File: config.mk
export PLATFORM = sky130hd
export DESIGN_NAME = mac_sat_dual
export DESIGN_NICKNAME = d
export VERILOG_FILES = /design/src/rtl/mac_sat_dual.sv
export SDC_FILE = /design/constraint.sdc
export NUM_CORES = 1
export LEC_CHECK = 0
export CAP_MARGIN = 20
export CORE_MARGIN = 10
export CORE_UTILIZATION = 39
export DETAILED_ROUTE_END_ITERATION = 7
export PLACE_DENSITY = 0.91
export SLEW_MARGIN = 0
export SYNTH_ARGS = -nofsm -noshare
export SYNTH_HDL_FRONTEND = slang
export SYNTH_SLANG_ARGS = --single-unit
export TNS_END_PERCENT = 100
File: constraint.sdc
create_clock -name clk -period 3.03 [get_ports clk]
set_input_delay 0.606 -clock clk [delete_from_list [all_inputs] [get_ports clk]]
set_output_delay 0.606 -clock clk [all_outputs]
set_load 0.1 [all_outputs]
File: src/rtl/mac_sat_dual.sv
module mac_sat_dual #(
  parameter int SUM_W = 48
) (
  input  logic             clk,
  input  logic             rst_n,
  input  logic [SUM_W-1:0] sum0,
  input  logic [SUM_W-1:0] sum1,
  input  logic [2:0]       mode,
  input  logic             mixed,
  input  logic             en0,
  input  logic             en1,
  input  logic             msat0,
  input  logic             msat1,
  input  logic             clr_sticky,
  output logic [39:0]      acc0,
  output logic [39:0]      acc1,
  output logic             av0,
  output logic             av0s,
  output logic             av1,
  output logic             av1s,
  output logic             v,
  output logic             vs,
  output logic             illegal
);
  localparam logic [2:0] M_SFRAC = 3'd0;
  localparam logic [2:0] M_UFRAC = 3'd1;
  localparam logic [2:0] M_UINT  = 3'd2;
  localparam logic [2:0] M_W32   = 3'd3;
  localparam int TOP_W = SUM_W - 39;
  localparam int HI_W  = SUM_W - 31;

  function automatic logic [40:0] fit(input logic [SUM_W-1:0] s, input logic [2:0] m,
                                      input logic mx, input logic ms);
    logic [TOP_W-1:0] top;
    logic [HI_W-1:0]  hi;
    top = s[SUM_W-1:39];
    hi  = s[SUM_W-1:31];
    case (m)
      M_SFRAC:
        if (&top || ~|top) fit = {1'b0, s[39:0]};
        else if (s[SUM_W-1]) fit = {2'b11, 39'd0};
        else fit = {2'b10, {39{1'b1}}};
      M_UFRAC, M_UINT:
        if (mx) fit = {1'b0, s[39:0]};
        else if (s[SUM_W-1]) fit = {1'b1, 40'd0};
        else if (|s[SUM_W-2:40]) fit = {1'b1, {40{1'b1}}};
        else fit = {1'b0, s[39:0]};
      M_W32:
        if (&hi || ~|hi) fit = {ms, {8{s[31]}}, s[31:0]};
        else if (s[39]) fit = {1'b1, 8'hFF, 32'h8000_0000};
        else fit = {1'b1, 8'h00, 32'h7FFF_FFFF};
      default: fit = '0;
    endcase
  endfunction

  logic [40:0] r0, r1;
  logic        wr0, wr1, ov0, ov1;

  assign r0  = fit(sum0, mode, mixed, msat0);
  assign r1  = fit(sum1, mode, mixed, msat1);
  assign wr0 = en0 & ~mode[2];
  assign wr1 = en1 & ~mode[2];
  assign ov0 = wr0 & r0[40];
  assign ov1 = wr1 & r1[40];

  always_ff @(posedge clk) begin
    if (!rst_n) begin
      acc0 <= '0; acc1 <= '0;
      av0 <= 1'b0; av0s <= 1'b0; av1 <= 1'b0; av1s <= 1'b0;
      v <= 1'b0; vs <= 1'b0; illegal <= 1'b0;
    end else begin
      illegal <= (en0 | en1) & mode[2];
      if (wr0) begin
        acc0 <= r0[39:0];
        av0  <= r0[40];
      end
      if (wr1) begin
        acc1 <= r1[39:0];
        av1  <= r1[40];
      end
      if (wr0 | wr1) v <= ov0 | ov1;
      av0s <= (av0s & ~clr_sticky) | ov0;
      av1s <= (av1s & ~clr_sticky) | ov1;
      vs   <= (vs & ~clr_sticky) | ov0 | ov1;
    end
  end
endmodule


==> results of run 1 <==
[through the flow]
step           cells  utilization [%]  hold WS, ns
2_1_floorplan    406                -        0.735
3_3_place_gp     699             59.2        0.472
3_5_place_dp     699             59.2        0.482
4_1_cts          715             61.4        0.496
5_1_grt          715             61.4        0.544
6_report         715             61.4        0.491
[layout make-up]
cell class	count	area [sq um]	share of cell area (%)
clock buffers	9	124	2.18
multi-input cells	278	1760	31.1
clock inverters	7	71.3	1.26
well taps	129	161	2.85
inverters	4	15.0	0.265
flip-flops and latches	87	1740	30.7
repair buffers	201	1790	31.6
[worst max-delay path, delay by kind of cell]
family	cells	cell delay [ns]
AO/OA/AOI/OAI	3	0.95
AND/OR/NAND/NOR	2	0.91
buffers and inverters	1	0.43
[synth_stat cells (2+ instances only)]
cell type	instances
a21oi_1	49
nor2_1	9
a21o_1	3
nand2b_1	33
nor2b_1	3
clkbuf_1	28
nand2_1	23
buf_4	2
nor3_1	11
o221a_2	29
nand4_1	7
nor4_1	5
buf_6	4
o22ai_1	2
dfxtp_1	87
a21boi_0	2
a31oi_1	4
nand3_1	7
o211ai_1	5
buf_2	2
o21ai_0	60
o31ai_1	2
or3_1	3
o221a_4	2
inv_1	4
[path summary, 6_finish.rpt]
path	startpoint	endpoint	slack, ns	cells after the start
worst max register to register	v	v	2.29	2
worst min register to register	av0s	av0s	0.49	2
worst min-delay path	av0s	av0s	0.49	2
worst max-delay path	sum1[44]	acc1[2]	0.37	6
[cells in the final DEF, fill, tap and decap left out, types with 3 or more instances in the layout]
cell / n
a31oi_1: 4
a21oi_1: 48
o211ai_1: 5
buf_4: 93
clkinv_2: 3
nand2_1: 23
nor4_1: 5
o21ai_0: 60
a21o_1: 3
nor2_1: 9
nor3_1: 11
dfxtp_1: 87
nand3_1: 7
or3_1: 3
o221a_2: 29
nand2b_1: 33
inv_1: 4
clkbuf_8: 9
clkdlybuf4s50_1: 105
nand4_1: 7
[state kept, by name, indices dropped and copies added, names as in the netlist]
signal	flops
acc0	40
acc1	40
av0	1
av0s	1
av1	1
av1s	1
illegal	1
v	1
vs	1
[report_power, final]
part	leakage, nW	switching, mW	internal, mW	total (mW)
logic	1.45	0.789	0.323	1.11
registers	0.717	0.0418	1.22	1.26
clock network	0.104	0.427	0.384	0.812
[kinds of logic (layout without fill, tap and decap cells)]
kind of cell | count (synthesis) | after routing
AO/OA/AOI/OAI | 168 | 168
buffers and inverters | 41 | 221
XOR/XNOR | 1 | 1
AND/OR/NAND/NOR | 108 | 108
flip-flops | 87 | 87
adder cells (fa/ha/maj) | 1 | 1
[layer usage]
metal  vias up  track usage [%]
li1       1853                -
met1      1801             20.3
met2       191             31.9
met3        22             5.61
met4         0             5.77
met5         -                0
==> metrics.txt, run 1 <==
outcome=finished, final reports clean; largest cells by area after synthesis=dfxtp_1, o221a_2, o21ai_0; Design Area, Final=approximately 5700 sq um; CP Data Required Time=3.27 ns; synth warn=0; element type at the critical path start=primary input; Initial DRC Count=between 400 and 500; area delta synth->final=53.9%; Synth top area share=a little under half; num ports=approximately 190; PostCTS Resize Cnt=0; # rows=35; Worst Path Arrival=2.89 ns; hold_buf cts=0; setup tns final=0 ns; area share of fa/ha/maj cells after synthesis=0.272%; Max Root-Sink Buffers=2; synthesized net count=513; Hold Vio Cnt, Final=0; GRT Overall Usage=18.1%; XOR/XNOR Fraction of Synth Area=less than 1%; Final setup viols=0; DRT Wirelength=around 13000 microns; Tot Pwr=3.19 mW; largest net degree at the start of global routing=47; Die W=approximately 120 microns; post-synth cell types=45; CP Capture Type=flop; Max Cap Violations=0; top_reg_cell synth=dfxtp_1; via density per instance=5.41; Fill cells=roughly 770; TritonCTS Buffers=9; Post-CTS Setup Inserts=0; hold crit path type=reg2reg; total clock sinks=87; largest family of logic cells by synthesized area=compound AO/OA/AOI/OAI gates; syn avg cell area=a little over 9 sq um; antenna viol nets, final=0; top layer in use=met4; vias in the first global route=roughly 3900; Worst-Margin Slew=between 0.7 and 0.8 ns; clock skew=0 ns; DR pass1 iterations=5; Post-Route M1 WL=~5000 microns; unrepaired setup endpoints after global routing=no; global route overflow=0; PD cells=roughly 560 nW/um^2; via count=approximately 3900; Initial Util=between 30% and 40%; first-pass GRT wire length=roughly 20000 microns; crit path kind=in2reg; Min Clock Period, post-route=roughly 2.7 ns; clock-pin slew on the worst setup and hold paths=0.09 ns; wire per inst=roughly 18 microns; worst setup margin=between 0.3 and 0.4 ns; asr flop ratio synth=0%; die area=roughly 14000 sq um; H-tree depth=3; DRC viols=0; Pleak=2.27 nW; met2 wire len=about 6400 microns; crit-path cells=clkdlybuf4s50_1 -> or4_4 -> nor4_1 -> o22ai_1 -> a21o_2 -> o221a_2; Synth Register Bits=a little under 90; initial antenna violation count=0; GP Congestion=~0.8; Slew Viols, Final=0; Crit Path Max Fanout=31; final worst path period share=87.6%; DP Area=between 5000 and 6000 sq um; die height=around 120 microns; worst skew pair latency=approximately 0.35 ns; sequential fraction of the synthesis area=47.3%; mux cell area share after synthesis=0%; layout cell share with drive strength beyond 1=26.1%; dominant cell type by area after synthesis=dfxtp_1; compound-cell area share of the yosys netlist=between 30% and 40%; pre-CTS setup slack=~0.057 ns; FMAX=around 380 MHz; Layout Nets=688; Relative slew margins=50.8%; Floorplan Core Area=between 9000 and 10000 sq um; Syn Inst Count=a little over 400; Worst IR Drop VDD=roughly 0.00027 V; Critical Path Max Stage Delay=0.58 ns; CTS tree=built; ANT cells=0; DR WL met3=about 1100 microns; Port Buffers=between 150 and 200; number of flops mapped to enable cells by yosys=0; Max stage delay cell, worst path=or4_4; detailed placement HPWL=9950 microns; Synth Cell Area=about 3700 sq um; simple-gate area share of the yosys netlist=roughly 16%; root buffer cell=clkbuf_8
Note: power is estimated with default switching activity, not from simulation.
==> run 2: changes to the inputs <==
- CORE_ASPECT_RATIO: not set -> 1.5
- CORE_MARGIN: 10 -> not set
- SKIP_CTS_REPAIR_TIMING: not set -> 1
==> run 2 against run 1 <==
Against the previous run:
- total power grew 7.2%
- maximum frequency shrank 1.4%
- global-route usage grew 5.3 points
- clock skew is the same
- setup slack lost 0.038 ns
- flip-flop and latch count is the same
- combinational power is essentially flat
- register-to-register slack is essentially flat
- hold slack lost 0.0087 ns
- sequential power is essentially flat
- critical endpoint is now acc1[16]
- highest routed layer unchanged
==> metrics.txt, run 2 (same netlist as run 1, synthesis figures left out) <==
detailed placement HPWL=8290 microns (-17%); top layer in use=met4; via count=3885 (+0.47%); # rows=43 (+23%); Initial Util=40.1% (+0.17 points); Hold Vio Cnt, Final=0 (unchanged); Max Cap Violations=0 (unchanged); clock-pin slew on the worst setup and hold paths=0.06 ns (-0.03 ns); DR pass1 iterations=7 (+2); Design Area, Final=5740 sq um (+1.3%); num ports=194 (unchanged); crit-path cells=clkdlybuf4s50_1 -> or4_4 -> nor4_1 -> o22ai_1 -> a21o_2 -> o221a_2; commonest cells after routing, fill and taps aside=clkdlybuf4s50_1, buf_4, dfxtp_1, o21ai_0, a21oi_1; Floorplan Core Area=9200 sq um (-0.43%); initial antenna violation count=0 (unchanged); Critical Path Max Stage Delay=0.58 ns (about the same); root buffer cell=clkbuf_16; largest registers=acc0 (40), acc1 (40); Final setup viols=0 (unchanged); DR WL met3=712 microns (-38%); Max Root-Sink Buffers=2 (unchanged); DP Cell Count=684 (-2.1%); worst skew pair latency=0.33 ns (-0.02 ns); CTS tree=built; multi-input logic area=1760 sq um (unchanged); Pleak=2.31 nW (+1.8%); TritonCTS Buffers=9 (unchanged); Fill cells=767 (+0.26%); Min Clock Period, post-route=2.69 ns (+0.0381 ns); Clk pwr share=30.6% (+5.1 points); Worst-Margin Slew=0.604 ns (-0.129 ns); Final Non-Filler Cells=700 (-2.1%); wire per inst=16.4 microns (-9.5%); final worst path period share=88.9% (+1.3 points); antenna viol nets, final=0 (unchanged); Post-Route M1 WL=4440 microns (-13%); die height=121 microns (+3.3%); FMAX=371 MHz (-1.4%); total clock sinks=87 (unchanged); Max stage delay cell, worst path=or4_4; Comb power frac=32.3% (-2.6 points); Layout Nets=690 (+0.29%); Worst IR Drop VDD=0.000405 V (+50%); Port Buffers=193 (unchanged); hold crit path type=reg2reg; outcome=finished, final reports clean; Worst Path Arrival=2.91 ns (+0.02 ns); first-pass GRT wire length=17900 microns (-10%); Die W=81.4 microns (-31%); vias in the first global route=3774 (-3.7%); DRC viols=0 (unchanged); unrepaired setup endpoints after global routing=no; H-tree depth=3 (unchanged); GRT Overall Usage=23.4% (+5.3 points); DRT Wirelength=11400 microns (-11%); PD cells=595 nW/um^2 (+5.9%); Crit Path Max Fanout=31 (unchanged); crit-path leading delay family=compound AO/OA/AOI/OAI gates; commonest non-fill, non-tap cell in the layout=clkdlybuf4s50_1; ANT cells=0 (unchanged); crit path kind=in2reg; layout cell share with drive strength beyond 1=26.2% (+0.081 points); met2 wire len=5760 microns (-11%); sw frac=37.1% (-2.3 points); FF/Latch Area=1740 sq um (unchanged); Relative slew margins=59.7% (+9.0 points); die area=9850 sq um (-28%); Initial DRC Count=224 (-46%); largest net degree at the start of global routing=47 (unchanged); P_sw=1.27 mW (+0.93%); CP Data Required Time=3.25 ns (-0.02 ns); CP Capture Type=flop; Crit path buffers/inverters=1 (unchanged); global route overflow=0 (unchanged); Slew Viols, Final=0 (unchanged); setup tns final=0 ns (unchanged); final cell utilization of the core=62.4% (+1.1 points); via density per instance=5.55 (+2.6%); Pint=2.15 mW (+11%); sequential power share=37.1% (-2.6 points); DP Area=5460 sq um (-0.34%); GP Congestion=0.791 (-3.8%); clock skew=0 ns (unchanged); element type at the critical path start=primary input; area delta synth->final=55.8%
[run 2: layout make-up]
class | instances | share of cell area, %
flip-flops and latches | 87 | 30.3
clock inverters | 4 | 0.523
clock buffers | 12 | 4.47
inverters | 4 | 0.261
well taps | 112 | 2.44
repair buffers | 203 | 31.3
multi-input cells | 278 | 30.7
[run 2: through the flow]
step / total power [mW] / setup slack [ns] / hold WS (ns)
finish: 3.42 / 0.336 / 0.482
global route: 3.54 / 0.232 / 0.509
CTS: 3.45 / 0.336 / 0.486
detailed placement: 2.40 / 0.0407 / 0.475
global placement: 2.37 / 0.114 / 0.468
floorplan: 2.06 / 0.640 / 0.735
[run 2: layer usage]
metal	vias up	GRT usage [%]
li1	1856	-
met1	1821	27.2
met2	165	38.5
met3	43	5.26
met4	0	13.2
met5	-	0
[run 2: worst paths after layout]
path | start | to | slack [ns] | cells after the start
worst min register to register | av0s | av0s | 0.48 | 2
worst min-delay path | av0s | av0s | 0.48 | 2
worst max register to register | acc1[16] | acc1[16] | 2.30 | 1
worst max-delay path | sum1[44] | acc1[16] | 0.34 | 6
[run 2: power groups by stage]
stage / registers (mW) / clock network [mW] / logic, mW
3_3_place_gp: 1.29 / 0 / 1.09
4_1_cts: 1.27 / 1.07 / 1.11
2_1_floorplan: 1.85 / 0 / 0.208
5_1_grt: 1.27 / 1.12 / 1.15
6_report: 1.27 / 1.05 / 1.11
3_5_place_dp: 1.29 / 0 / 1.10
